**config.mk**
```make
export PLATFORM = sky130hd
export DESIGN_NAME = eopt_tagger
export DESIGN_NICKNAME = d
export VERILOG_FILES = /design/src/rtl/eopt_pkg.sv /design/src/rtl/eopt_step_dec.sv /design/src/rtl/eopt_len_counter.sv /design/src/rtl/eopt_tag_mux.sv /design/src/rtl/eopt_tagger.sv
export SDC_FILE = /design/constraint.sdc
export NUM_CORES = 1
export LEC_CHECK = 0
export BUFFER_PORTS_ARGS = -buffer_cell sky130_fd_sc_hd__buf_2
export CAP_MARGIN = 20
export CORE_UTILIZATION = 48
export DETAILED_ROUTE_END_ITERATION = 6
export PLACE_DENSITY = 0.84
export SETUP_SLACK_MARGIN = 0.02
export SYNTH_ARGS = -nofsm -noshare
export SYNTH_HDL_FRONTEND = slang
export SYNTH_HIERARCHICAL = 1
export SYNTH_SLANG_ARGS = --single-unit
```
**constraint.sdc**
```tcl
create_clock -name clk -period 5.3 [get_ports clk]
set_input_delay 0.265 -clock clk [delete_from_list [all_inputs] [get_ports clk]]
set_output_delay 0.265 -clock clk [all_outputs]
set_load 0.005 [all_outputs]
```
**src/rtl/eopt_pkg.sv**
```systemverilog
package eopt_pkg;

  // Tag code carried beside each FIFO byte
  typedef enum logic [1:0] {
    TAG_DATA  = 2'b00,
    TAG_EOP   = 2'b01,
    TAG_ABORT = 2'b10,
    TAG_RSVD  = 2'b11
  } tag_e;

  localparam int TAG_W = 2;

  // What the counter does on an accepted byte
  typedef enum logic [1:0] {
    STEP_HOLD   = 2'b00,
    STEP_DEC    = 2'b01,
    STEP_RELOAD = 2'b10,
    STEP_STOP   = 2'b11
  } step_e;

endpackage

```
**src/rtl/eopt_step_dec.sv**
```systemverilog
module eopt_step_dec
  import eopt_pkg::*;
#(
  parameter int CNT_W = 8
) (
  input  logic [CNT_W-1:0] cnt,
  input  logic             beat,
  input  logic             cycle_en,
  output step_e            step,
  output logic             at_last
);

  localparam logic [CNT_W-1:0] ONE  = CNT_W'(1);
  localparam logic [CNT_W-1:0] ZERO = '0;

  always_comb begin
    at_last = (cnt == ONE);
    step    = STEP_HOLD;
    if (beat) begin
      if (cnt == ZERO)     step = STEP_HOLD;
      else if (at_last)    step = cycle_en ? STEP_RELOAD : STEP_STOP;
      else                 step = STEP_DEC;
    end
  end

endmodule

```
**src/rtl/eopt_len_counter.sv**
```systemverilog
module eopt_len_counter
  import eopt_pkg::*;
#(
  parameter int CNT_W = 8
) (
  input  logic             clk,
  input  logic             rst,
  input  logic             load_en,
  input  logic [CNT_W-1:0] load_val,
  input  step_e            step,
  output logic [CNT_W-1:0] cnt,
  output logic [CNT_W-1:0] len
);

  logic [CNT_W-1:0] cnt_nxt;

  always_comb begin
    cnt_nxt = cnt;
    unique case (step)
      STEP_DEC:    cnt_nxt = cnt - CNT_W'(1);
      STEP_RELOAD: cnt_nxt = len;
      STEP_STOP:   cnt_nxt = '0;
      default:     cnt_nxt = cnt;
    endcase
  end

  always_ff @(posedge clk) begin
    if (rst) begin
      cnt <= '0;
      len <= '0;
    end else if (load_en) begin
      cnt <= load_val;
      len <= load_val;
    end else begin
      cnt <= cnt_nxt;
    end
  end

endmodule

```
**src/rtl/eopt_tag_mux.sv**
```systemverilog
module eopt_tag_mux
  import eopt_pkg::*;
(
  input  logic [TAG_W-1:0] tag_in,
  input  logic             force_eop,
  output logic [TAG_W-1:0] tag_out
);

  always_comb begin
    if (force_eop) tag_out = TAG_EOP;
    else           tag_out = tag_in;
  end

endmodule

```
**src/rtl/eopt_tagger.sv**
```systemverilog
module eopt_tagger
  import eopt_pkg::*;
#(
  parameter int DATA_W = 8,
  parameter int CNT_W  = 8
) (
  input  logic              clk,
  input  logic              rst,
  input  logic              cfg_wr_en,
  input  logic [CNT_W-1:0]  cfg_wr_data,
  input  logic              cycle_en,
  input  logic              in_valid,
  output logic              in_ready,
  input  logic [DATA_W-1:0] in_data,
  input  logic [1:0]        in_tag,
  output logic              out_valid,
  input  logic              out_ready,
  output logic [DATA_W-1:0] out_data,
  output logic [1:0]        out_tag,
  output logic [CNT_W-1:0]  cnt_rd,
  output logic [CNT_W-1:0]  len_rd
);

  logic             beat;
  logic             at_last;
  step_e            step;
  logic [CNT_W-1:0] cnt;
  logic [CNT_W-1:0] len;

  // Stream passes through without storage
  assign out_valid = in_valid;
  assign in_ready  = out_ready;
  assign out_data  = in_data;
  assign beat      = in_valid && out_ready;

  eopt_step_dec #(.CNT_W(CNT_W)) u_step (
    .cnt      (cnt),
    .beat     (beat),
    .cycle_en (cycle_en),
    .step     (step),
    .at_last  (at_last)
  );

  eopt_len_counter #(.CNT_W(CNT_W)) u_cnt (
    .clk      (clk),
    .rst      (rst),
    .load_en  (cfg_wr_en),
    .load_val (cfg_wr_data),
    .step     (step),
    .cnt      (cnt),
    .len      (len)
  );

  eopt_tag_mux u_tag (
    .tag_in    (in_tag),
    .force_eop (at_last),
    .tag_out   (out_tag)
  );

  assign cnt_rd = cnt;
  assign len_rd = len;

endmodule

```
# Word level (Yosys, flattened, before mapping)
# Cells that the tools add are included.
classes:
  addsub: 1
  n_mul: 0
  n_div: 0
  magnitude_cmp: 0
  eq_ne: 4
  shift: 0
  mux: 7
  n_bitwise: 0
  n_reduce_logical: 3
ops:
  columns: ["operator", "n"]
  rows:
  - ["8-bit case mux with 3 select lines", 1]
  - ["8-bit by 1-bit == test with 1-bit output (second input constant)", 1]
  - ["8-bit zero test", 1]
  - ["2-bit 2-to-1 mux", 4]
  - ["8-bit 2-to-1 mux", 1]
  - ["8-bit by 1-bit subtractor with 8-bit output (second input constant)", 1]
  - ["2-bit == test (second input constant)", 2]
  - ["4-bit nonzero test", 1]
  - ["2-bit by 1-bit == test with 1-bit output (second input constant)", 1]
  - ["1-bit logical AND", 1]
  - ["1-bit 2-to-1 mux", 1]
totals:
  reg_bits: 16
  latch_bits: 0
  mem_bits_rw: 0
  romBits: 0
  inputBits: 24
  output_inout_bits: 28
  elab_cells: 17
  memories: 0

# Longest topological paths before layout
# Gate-level depths: netlist of run 1.
depth:
  word_depth: 7
  ltp_mapped: 8
  depth_no_buf: 7

# Cells and area by module
# The synthesis of run 1 kept the hierarchy.
by_module_without_submodules:
  columns: ["mod", "n_inst", "cells_per_inst", "area_per_inst_um2", "seq_area_each_um2"]
  rows:
  - ["eopt_len_counter", 1, 108, 902.1, 320.3]
  - ["eopt_tagger", 1, 11, 81.3, 0.0]
  - ["eopt_step_dec", 1, 8, 51.3, 0.0]
  - ["eopt_tag_mux", 1, 2, 15.0, 0.0]

# Worst setup path after synthesis of run 1
# No wires, ideal clock.
synth_path:
  path_type: "register to register"
  from: "reg u_cnt.cnt[6]"
  to: "reg u_cnt.cnt[2]"
  setup_time_ps: 86
  arrival_ps: 2111
  t_required_ps: 5214
  setup_slack_ps: 3104
  stages_incl_launch_ff: 8
  n_path_buf: 1
  period_less_slack_ps: 2196
  path_cell_list: "dfxtp_1 -> or4_4 -> o31a_1 -> buf_6 -> or2_2 -> o21ai_0 -> o21ai_0 -> a211oi_1"
synth_via:
  elab_chain_cells: 7
  elab_cells_between_ends: 11
  classes_between: "eq/ne (4); mux (5); reduce/logical (2)"
synth_rtl:
  columns: ["element", "line", "text"]
  rows:
  - ["from (decl)", "eopt_len_counter.sv:11", "output logic [CNT_W-1:0] cnt,"]
  - ["from (signal assigned)", "eopt_len_counter.sv:32", "cnt <= load_val;"]
  - ["from (signal assigned)", "eopt_len_counter.sv:35", "cnt <= cnt_nxt;"]
  - ["8-bit by 1-bit == test with 1-bit output", "eopt_step_dec.sv:17", "at_last = (cnt == ONE);"]
  - ["2-bit 2-to-1 mux", "eopt_step_dec.sv:21", "else if (at_last) step = cycle_en ? STEP_RELOAD : STEP_STOP;"]
  - ["2-bit 2-to-1 mux *", "eopt_step_dec.sv:20", "if (cnt == ZERO) step = STEP_HOLD;"]
  - ["2-bit 2-to-1 mux *", "eopt_step_dec.sv:19", "if (beat) begin"]
  - ["net step[0]", "eopt_tagger.sv:26", "step_e step;"]
  - ["2-bit == test or 2-bit by 1-bit == test with 1-bit output (tied branches)", "eopt_len_counter.sv:19", "unique case (step)"]
  - ["8-bit case mux with 3 select lines", "eopt_len_counter.sv:19", null]
  - ["8-bit 2-to-1 mux", "eopt_len_counter.sv:31", "end else if (load_en) begin"]
# Mark *: on every way through the listed nets, which the timed path passes. The rest lies on a longest branch.
# A chain may end at the register's enable or synchronous reset.

# Final worst setup path of run 1
layout_path:
  from: "reg u_cnt.cnt[6]"
  to: "reg u_cnt.cnt[3]"
# The elaborated chain is that of the path after synthesis.

==> impl_metrics.toml, run 1 <==
[synth]
asyncSetResetFlopFracSynth = 0
yosysUniqueCellTypes = 40
syn_nets = 154
syn_area_um2 = 1050
synth_edf_count = 0
ys_seq_area_frac = 0.305
synth.ff_latch_count = 16
netlist_instances = 129
synth.avg_cell_area_um2 = 8.14
synth_ff_type = "dfxtp_1"
yosysWarnings = 6

[sta]
setup_viol = 0
worst_pin_slew_ps = 822
fmaxAchievable_ghz = 0.384
rsz0062_at_grt = "no"
min_period_ps = 2600
finalClockSkew_ps = 0.770
relSlewSlack = 0.447
setup_ws_ps = 2700
slew_viol_final = 0
finalHoldViolCount = 0
period_share = 0.491
finalSetupTns_ps = 0

[critical_path]
r2r-end = "u_cnt/cnt[3]$_SDFFE_PP0P_"
cp-start-kind = "flop"
reg2reg_depth = 6
reg2reg_from = "u_cnt/cnt[6]$_SDFFE_PP0P_"
path_class = "reg -> reg"
crit_arrival_ps = 2770
r2r_slack_ps = 2700
cp_max_fo = 7
critPathRequiredTime_ps = 5470
cp-end-kind = "flop"

[floorplan]
die_h_um = 48.8
initial_core_util = 0.524
die-area_um2 = 2380
die_x_um = 48.8
core_um2 = 2000
placementRows = 16
ios = 52

[job]
max_cap_viol_count = 0

[global_route]
grt_pass1_vias = 884
grt_max_degree = 25
grtUsageTotal = 0.205
grt_pass1_wl_um = 3880
overflow = 0
antenna_found_initial = 0

[clocking]
cts_sinks = 16
path_clk_slew_ps = 90
clock_latency_ps = 280
cts_root_buf = "clkbuf_4"
cts_setup_buffers = 0
cts_tree = "yes"
cts_buffer_depth = 2
cts_resized = 0
holdBufCountCts = 0
cts_htree_levels = 1
numCtsBuffers = 3

[finish]
diodes = 0
drive_gt1_frac = 0.305
postLayoutCellArea_um2 = 1160
layout_commonest_cell = "buf_2"
final_nets = 178
seq_area_um2 = 320
multiInputGateArea_um2 = 569
area_delta_synth_final_pct = 10.4
fillers = 199
final_cell_mix = "buf_2, dfxtp_1, a21oi_1"

[hold_path]
hp-class = "in -> reg"
whs_endpoint = "u_cnt/len[1]$_SDFFE_PP0P_"
whs_path_depth = 3
holdCritStartpoint = "cfg_wr_data[1]"

[power]
p_int_w = 0.000196
net-switching-power_w = 0.0000908
leakagePower_nw = 0.535
switching_share = 0.317
cellPowerDensity_nw_per_um2 = 247
ir_drop_mv = 0.176
clock_power_share = 0.218
seqPwrFrac = 0.502
combPwrFrac = 0.280

[run_status]
run_status = "completed"

[placement]
port_buffers = 35
hpwlAfterDp_um = 1710
pre_cts_slack_ps = 2780
dpl-instance-area_um2 = 1140
place_congestion = 0.833

[routing]
wl_per_cell_um = 13.3
drt_iter0_drc = 33
first_pass_iters = 4
drc_errors = 0
ant_nets = 0
wirelength_um = 2360
vias = 1008
vias_per_cell = 5.66
[worst max-delay path, cell delays in order, from the launching register on]
cell,delay [ps]
dfxtp_1,370
or4_4,540
nor4_1,700
buf_4,270
a32o_1,210
a21oi_1,60
nor4_1,340
[cells in the mapped netlist, types with 2 or more instances]
library cell | number | area, µm²
a211oi_1 | 2 | 15.0
nor2b_1 | 3 | 18.8
buf_6 | 2 | 22.5
nand2b_1 | 7 | 43.8
nand3_1 | 2 | 10.0
buf_4 | 11 | 82.6
nor4_1 | 4 | 25.0
or3_1 | 3 | 18.8
inv_1 | 8 | 30.0
a21oi_1 | 11 | 55.1
clkbuf_1 | 3 | 11.3
nor3_1 | 5 | 25.0
or4_4 | 2 | 22.5
nor2_1 | 8 | 30.0
mux2i_1 | 4 | 40.0
dfxtp_1 | 16 | 320
o21ai_0 | 6 | 30.0
nand2_1 | 10 | 37.5
[stage by stage]
step | total power (W) | hold slack (ps) | util | cells
3_3_place_gp | 0.000222 | 478 | 0.568 | 175
4_1_cts | 0.000288 | 227 | 0.579 | 178
5_1_grt | 0.000306 | 235 | 0.579 | 178
2_1_floorplan | 0.000207 | 412 | - | 129
6_report | 0.000287 | 235 | 0.579 | 178
3_5_place_dp | 0.000226 | 481 | 0.568 | 175
[how the worst max path moves through the flow]
stage | from | cells after the start | to
6_report | u_cnt/cnt[6]$_SDFFE_PP0P_ | 6 | u_cnt/cnt[3]$_SDFFE_PP0P_
5_1_grt | u_cnt/cnt[7]$_SDFFE_PP0P_ | 6 | u_cnt/cnt[2]$_SDFFE_PP0P_
4_1_cts | u_cnt/cnt[7]$_SDFFE_PP0P_ | 6 | u_cnt/cnt[3]$_SDFFE_PP0P_
3_5_place_dp | u_cnt/cnt[7]$_SDFFE_PP0P_ | 6 | u_cnt/cnt[3]$_SDFFE_PP0P_
3_3_place_gp | u_cnt/cnt[6]$_SDFFE_PP0P_ | 6 | u_cnt/cnt[2]$_SDFFE_PP0P_
2_1_floorplan | u_cnt/cnt[6]$_SDFFE_PP0P_ | 7 | u_cnt/cnt[2]$_SDFFE_PP0P_
[flip-flops by register name, indices dropped and copies added (netlist names)]
| name | cells |
|---|---|
| u_cnt/len | 8 |
| u_cnt/cnt | 8 |
[kinds of logic after synthesis]
logic type,after synthesis,synth area share
buf+inv,25,0.153
flops,16,0.305
compound gates,29,0.182
mux,4,0.0381
simple gates,52,0.293
xor+xnor,2,0.0167
fa+ha+maj,1,0.0119
[routing by layer]
layer  GRT usage  part of all wire  vias to the layer above
met1       0.255              0.44                      451
met4      0.0931             0.015                        0
met5           0                 0                        -
met2       0.340              0.46                       56
li1            -                 -                      491
met3      0.0409             0.077                       10
[power groups by stage]
stage | logic [W] | clock network [W] | registers [W]
2_1_floorplan | 0.0000616 | 0 | 0.000145
3_3_place_gp | 0.0000765 | 0 | 0.000146
3_5_place_dp | 0.0000791 | 0 | 0.000147
4_1_cts | 0.0000796 | 0.0000644 | 0.000144
5_1_grt | 0.0000889 | 0.0000712 | 0.000146
6_report | 0.0000804 | 0.0000625 | 0.000144
[final cells by class]
class                      instances  area share
clock buffer                       3      0.0194
sequential                        16       0.276
inverter                           8      0.0259
tap                               27      0.0292
timing repair buffer              36       0.158
multi-input combinational         88       0.491
Note: power is estimated with default switching activity, not from simulation.
==> run 2, diff against run 1 <==
- ABC_AREA: default -> 1
- CORE_UTILIZATION: 48 -> 41
- PLACE_DENSITY: 0.84 -> 0.77
- clock period: 5.3 -> 2.3 ns (I/O delays scaled with it)
==> impl_metrics.toml, run 2 <==
[routing]
drt_iter0_drc = 23
wl_per_cell_um = 10.6
vias_per_cell = 4.92
first_pass_iters = 4
wirelength_um = 2320
routed.top_layer = "met4"
ant_nets = 0
wl_met3_um = 157
vias = 1077
routedLengthMet1_um = 1040
wl_met2_um = 1100
drc_errors = 0

[critical_path]
cp-end-kind = "flop"
critPathRequiredTime_ps = 2460
cp_max_fo = 10
crit_arrival_ps = 2010
cp-start-kind = "flop"
reg2reg_from = "u_cnt/cnt[3]$_SDFFE_PP0P_"
path_class = "reg -> reg"
timing.critical_path.from = "u_cnt/cnt[3]$_SDFFE_PP0P_"

[synth]
synth.area.top_cells = "dfxtp_1, nand2_1, inv_1, nor2_1, buf_4"
synth.ff_latch_count = 16
synth_top_area_cell = "dfxtp_1"
synth_edf_count = 0
synth_top_area_frac = 0.306
netlist_instances = 165
syn_nets = 190
asyncSetResetFlopFracSynth = 0
synth_ff_type = "dfxtp_1"
synth.avg_cell_area_um2 = 6.34
ys_seq_area_frac = 0.306
yosysWarnings = 6
yosysUniqueCellTypes = 22
synth.most_common_cell = "nand2_1"
synthTopCellsByCount = "nand2_1, inv_1, nor2_1, dfxtp_1, o21ai_0"
syn_area_um2 = 1050

[finish]
final_cell_mix = "buf_2, nand2_1, inv_1"
top_regs = "u_cnt/cnt: 8 flops, u_cnt/len: 8 flops"
diodes = 0
layout.cells.non_filler = 219
final_nets = 217
drive_gt1_frac = 0.251
layout_commonest_cell = "buf_2"
area_delta_synth_final_pct = 13.9

[power]
leakagePower_nw = 0.626
ir_drop_mv = 0.526
cellPowerDensity_nw_per_um2 = 584

[clocking]
cts_sinks = 16
cts_resized = 0
cts_buffer_depth = 2
numCtsBuffers = 3
cts_root_buf = "clkbuf_4"
cts_setup_buffers = 0
cts_htree_levels = 1
cts_tree = "yes"
clock_latency_ps = 280
holdBufCountCts = 0
path_clk_slew_ps = 100

[floorplan]
die_h_um = 52.5
ios = 52
die_x_um = 52.5
die-area_um2 = 2760
initial_core_util = 0.455
placementRows = 17
core_um2 = 2300

[global_route]
overflow = 0
antenna_found_initial = 0
grt_max_degree = 13
grtUsageTotal = 0.192
grt_pass1_wl_um = 3890
grt_pass1_vias = 940

[sta]
finalHoldViolCount = 0
setup_viol = 0
min_period_ps = 1850
fmaxAchievable_ghz = 0.542
finalClockSkew_ps = 12.0
relSlewSlack = 0.682
finalSetupTns_ps = 0
slew_viol_final = 0
setup_ws_ps = 455
rsz0062_at_grt = "no"
period_share = 0.802
worst_pin_slew_ps = 476

[placement]
dp_cells = 215
port_buffers = 35
place_congestion = 0.863
hpwlAfterDp_um = 1830
pre_cts_slack_ps = 513

[hold_path]
hp-class = "in -> reg"
holdCritStartpoint = "cfg_wr_data[3]"

[run_status]
run_status = "completed"

[job]
max_cap_viol_count = 0
==> run 2: kinds of logic after synthesis <==
group	after synthesis	synth area share
simple gates	72	0.303
compound gates	33	0.172
flops	16	0.306
buf+inv	43	0.207
fa+ha+maj	1	0.0120
==> run 2: stage by stage <==
stage               power (W)  hold slack (ps)  cell area, µm²  utilization
detailed placement   0.000520              230            1150        0.503
CTS                  0.000701             85.5            1190        0.519
global route         0.000755             95.1            1190        0.519
finish               0.000695             96.3            1190        0.519
floorplan            0.000470              278            1050            -
global placement     0.000518              230            1150        0.503
==> run 2: final cells by class <==
| class | count | area [µm²] |
|---|---|---|
| fillers | 244 | 1110 |
| multi-input cells | 106 | 509 |
| flip-flops and latches | 16 | 320 |
| repair buffers | 35 | 175 |
| inverters | 30 | 115 |
| clock buffers | 4 | 36.3 |
| well taps | 28 | 35.0 |
==> run 2: path summary, 6_finish.rpt <==
path / to / slack, ps / depth (start not counted)
setup / recovery: u_cnt/cnt[1]$_SDFFE_PP0P_ / 450 / 11
hold / removal: u_cnt/len[3]$_SDFFE_PP0P_ / 100 / 3
setup reg to reg: u_cnt/cnt[1]$_SDFFE_PP0P_ / 450 / 11
hold reg to reg: u_cnt/len[1]$_SDFFE_PP0P_ / 490 / 2
==> run 2: layer usage <==
metal / vias to the layer above / global-route usage
met5: - / 0
met4: 0 / 0.0965
met3: 2 / 0.0290
met2: 45 / 0.329
met1: 466 / 0.228
li1: 564 / -
==> run 2: worst max-delay path, cell delays in order (launching register included) <==
cell and delay (ps):
dfxtp_1 470, inv_1 70, nand2_1 60, nor2_1 40, nand2_1 90, nor2_1 50, nor2_1 370, inv_1 160
nand2_4 150, inv_2 60, nor2_1 110, a31oi_1 90
==> run 2: report_power, final <==
part	internal, W	switching, W
clock	0.0000962	0.0000853
combinational	0.0000772	0.000111
sequential	0.000299	0.0000269
==> run 3, diff against run 2 <==
- ABC_AREA: 1 -> 0
- CORE_UTILIZATION: 41 -> 45
- PLACE_DENSITY: 0.77 -> 0.8
- clock period: 2.3 -> 1.85 ns (I/O delays scaled with it)
==> impl_metrics.toml, run 3 (synthesized netlist as in run 1, its figures left out) <==
[sta]
min_period_ps = 2050
relSlewSlack = 0.687
rsz0062_at_grt = "yes"
finalHoldViolCount = 0
fmaxAchievable_ghz = 0.488
worst_pin_slew_ps = 469
setup_viol = 9
finalClockSkew_ps = 10.0
finalSetupTns_ps = -1220
slew_viol_final = 0
setup_ws_ps = -200
period_share = 1.11

[global_route]
grtUsageTotal = 0.228
antenna_found_initial = 0
grt_pass1_vias = 1050
overflow = 0
grtUsageMet3 = 0.0485
grt.met1_usage = 0.258
grt_pass1_wl_um = 4360
use_met2 = 0.389
grt_busiest_layer = "met2"
grt_max_degree = 25

[critical_path]
r2r_slack_ps = -200
path_class = "reg -> reg"
reg2reg_depth = 7
cp-start-kind = "flop"
cp_max_fo = 5
r2r-end = "u_cnt/cnt[5]$_SDFFE_PP0P_"
crit_arrival_ps = 2250
reg2reg_from = "u_cnt/cnt[7]$_SDFFE_PP0P_"
cp-end-kind = "flop"
critPathRequiredTime_ps = 2050

[power]
leakagePower_nw = 0.647
switching_share = 0.324
net-switching-power_w = 0.000319
p_int_w = 0.000666
clock_power_share = 0.246
combPwrFrac = 0.357
p_total_w = 0.000985
seqPwrFrac = 0.397
cellPowerDensity_nw_per_um2 = 714
ir_drop_mv = 0.412

[job]
max_cap_viol_count = 0

[finish]
layout_commonest_cell = "buf_2"
final_nets = 195
area_delta_synth_final_pct = 31.3
fin_util = 0.623
layout.cells.non_filler = 197
drive_gt1_frac = 0.473
diodes = 0
top_regs = "u_cnt/cnt: 8 flops, u_cnt/len: 8 flops"
final_cell_mix = "buf_2, buf_4, dfxtp_1"

[routing]
vias_per_cell = 5.65
drt_iter0_drc = 29
first_pass_iters = 4
wl_per_cell_um = 14.7
vias = 1114
wirelength_um = 2890
drc_errors = 0
ant_nets = 0

[clocking]
clock_latency_ps = 300
numCtsBuffers = 3
cts_buffer_depth = 2
path_clk_slew_ps = 110
cts_sinks = 16
holdBufCountCts = 0
cts_htree_levels = 1
cts_root_buf = "clkbuf_4"
cts_tree = "yes"

[hold_path]
whs_path_depth = 3
whs_endpoint = "u_cnt/len[1]$_SDFFE_PP0P_"
hp-class = "in -> reg"
holdCritStartpoint = "cfg_wr_data[1]"

[placement]
hpwlAfterDp_um = 1920
place_congestion = 0.843
dp_cells = 187
port_buffers = 35

[floorplan]
die_x_um = 50.3
initial_core_util = 0.475
ios = 52
die_h_um = 50.3
placementRows = 17
die-area_um2 = 2530
core_um2 = 2210

[run_status]
violations = "negative setup slack"
run_status = "finished with violations"
## run 3: cell count changes in the layout (fill, tap and decap cells not counted), moves of 7 or more
cell,before,now
inv_1,26,8
nand3_1,11,2
nand2b_1,0,7
nand2_1,33,10
o21ai_0,13,1
nor2_1,21,7
buf_4,0,17
## run 3: stage by stage
stage / hold slack (ps) / worst slack, ps / area [µm²]
finish: 55.8 / -200 / 1380
detailed placement: 185 / -189 / 1240
CTS: 50.7 / -153 / 1320
floorplan: 240 / -109 / 1070
global route: 71.3 / -224 / 1380
global placement: 185 / -136 / 1240
## run 3: per-layer routing
layer / wire, µm / vias to the layer above
li1: - / 527
met1: 1160 / 515
met2: 1400 / 62
met3: 263 / 10
met4: 64 / 0
met5: 0 / -
## run 3: layout make-up
class                   count  area (µm²)
flip-flops and latches     16         323
inverters                   8        30.0
multi-input cells          89         652
clock buffers               4        36.3
well taps                  28        35.0
repair buffers             52         303
fillers                   206         833
## run 3: critical path, stage by stage (launching register included)
cell and delay [ps]:
dfxtp_2 340, or4_4 530, o31a_1 340, buf_4 170
a21boi_4 140, o31ai_2 90, a21oi_2 80, nor4_1 260
## run 3: worst max-delay path by stage
stage / from / endpoint / slack, ps / cells after the start
after floorplan: u_cnt/cnt[7]$_SDFFE_PP0P_ / u_cnt/cnt[7]$_SDFFE_PP0P_ / -110 / 7
after global placement: u_cnt/cnt[7]$_SDFFE_PP0P_ / u_cnt/cnt[6]$_SDFFE_PP0P_ / -140 / 5
after detailed placement: u_cnt/cnt[7]$_SDFFE_PP0P_ / u_cnt/cnt[7]$_SDFFE_PP0P_ / -190 / 7
after CTS: u_cnt/cnt[7]$_SDFFE_PP0P_ / u_cnt/cnt[7]$_SDFFE_PP0P_ / -150 / 7
after global routing: u_cnt/cnt[7]$_SDFFE_PP0P_ / u_cnt/cnt[5]$_SDFFE_PP0P_ / -220 / 7
final: u_cnt/cnt[7]$_SDFFE_PP0P_ / u_cnt/cnt[5]$_SDFFE_PP0P_ / -200 / 7
## run 3: power by group through the flow
stage          Clock, W  Sequential (W)  Combinational (W)
2_1_floorplan         0        0.000417           0.000182
6_report       0.000242        0.000391           0.000352
3_5_place_dp          0        0.000398           0.000293
3_3_place_gp          0        0.000397           0.000280
5_1_grt        0.000262        0.000394           0.000376
4_1_cts        0.000245        0.000390           0.000315
## run 3: repair_timing
item | CTS | global route
cloned | 1 | 0
pin swaps | 4 | 4
buffers inserted | 3 | 2
gates resized for setup | 5 | 12
endpoints found under the setup margin | 9 | 10
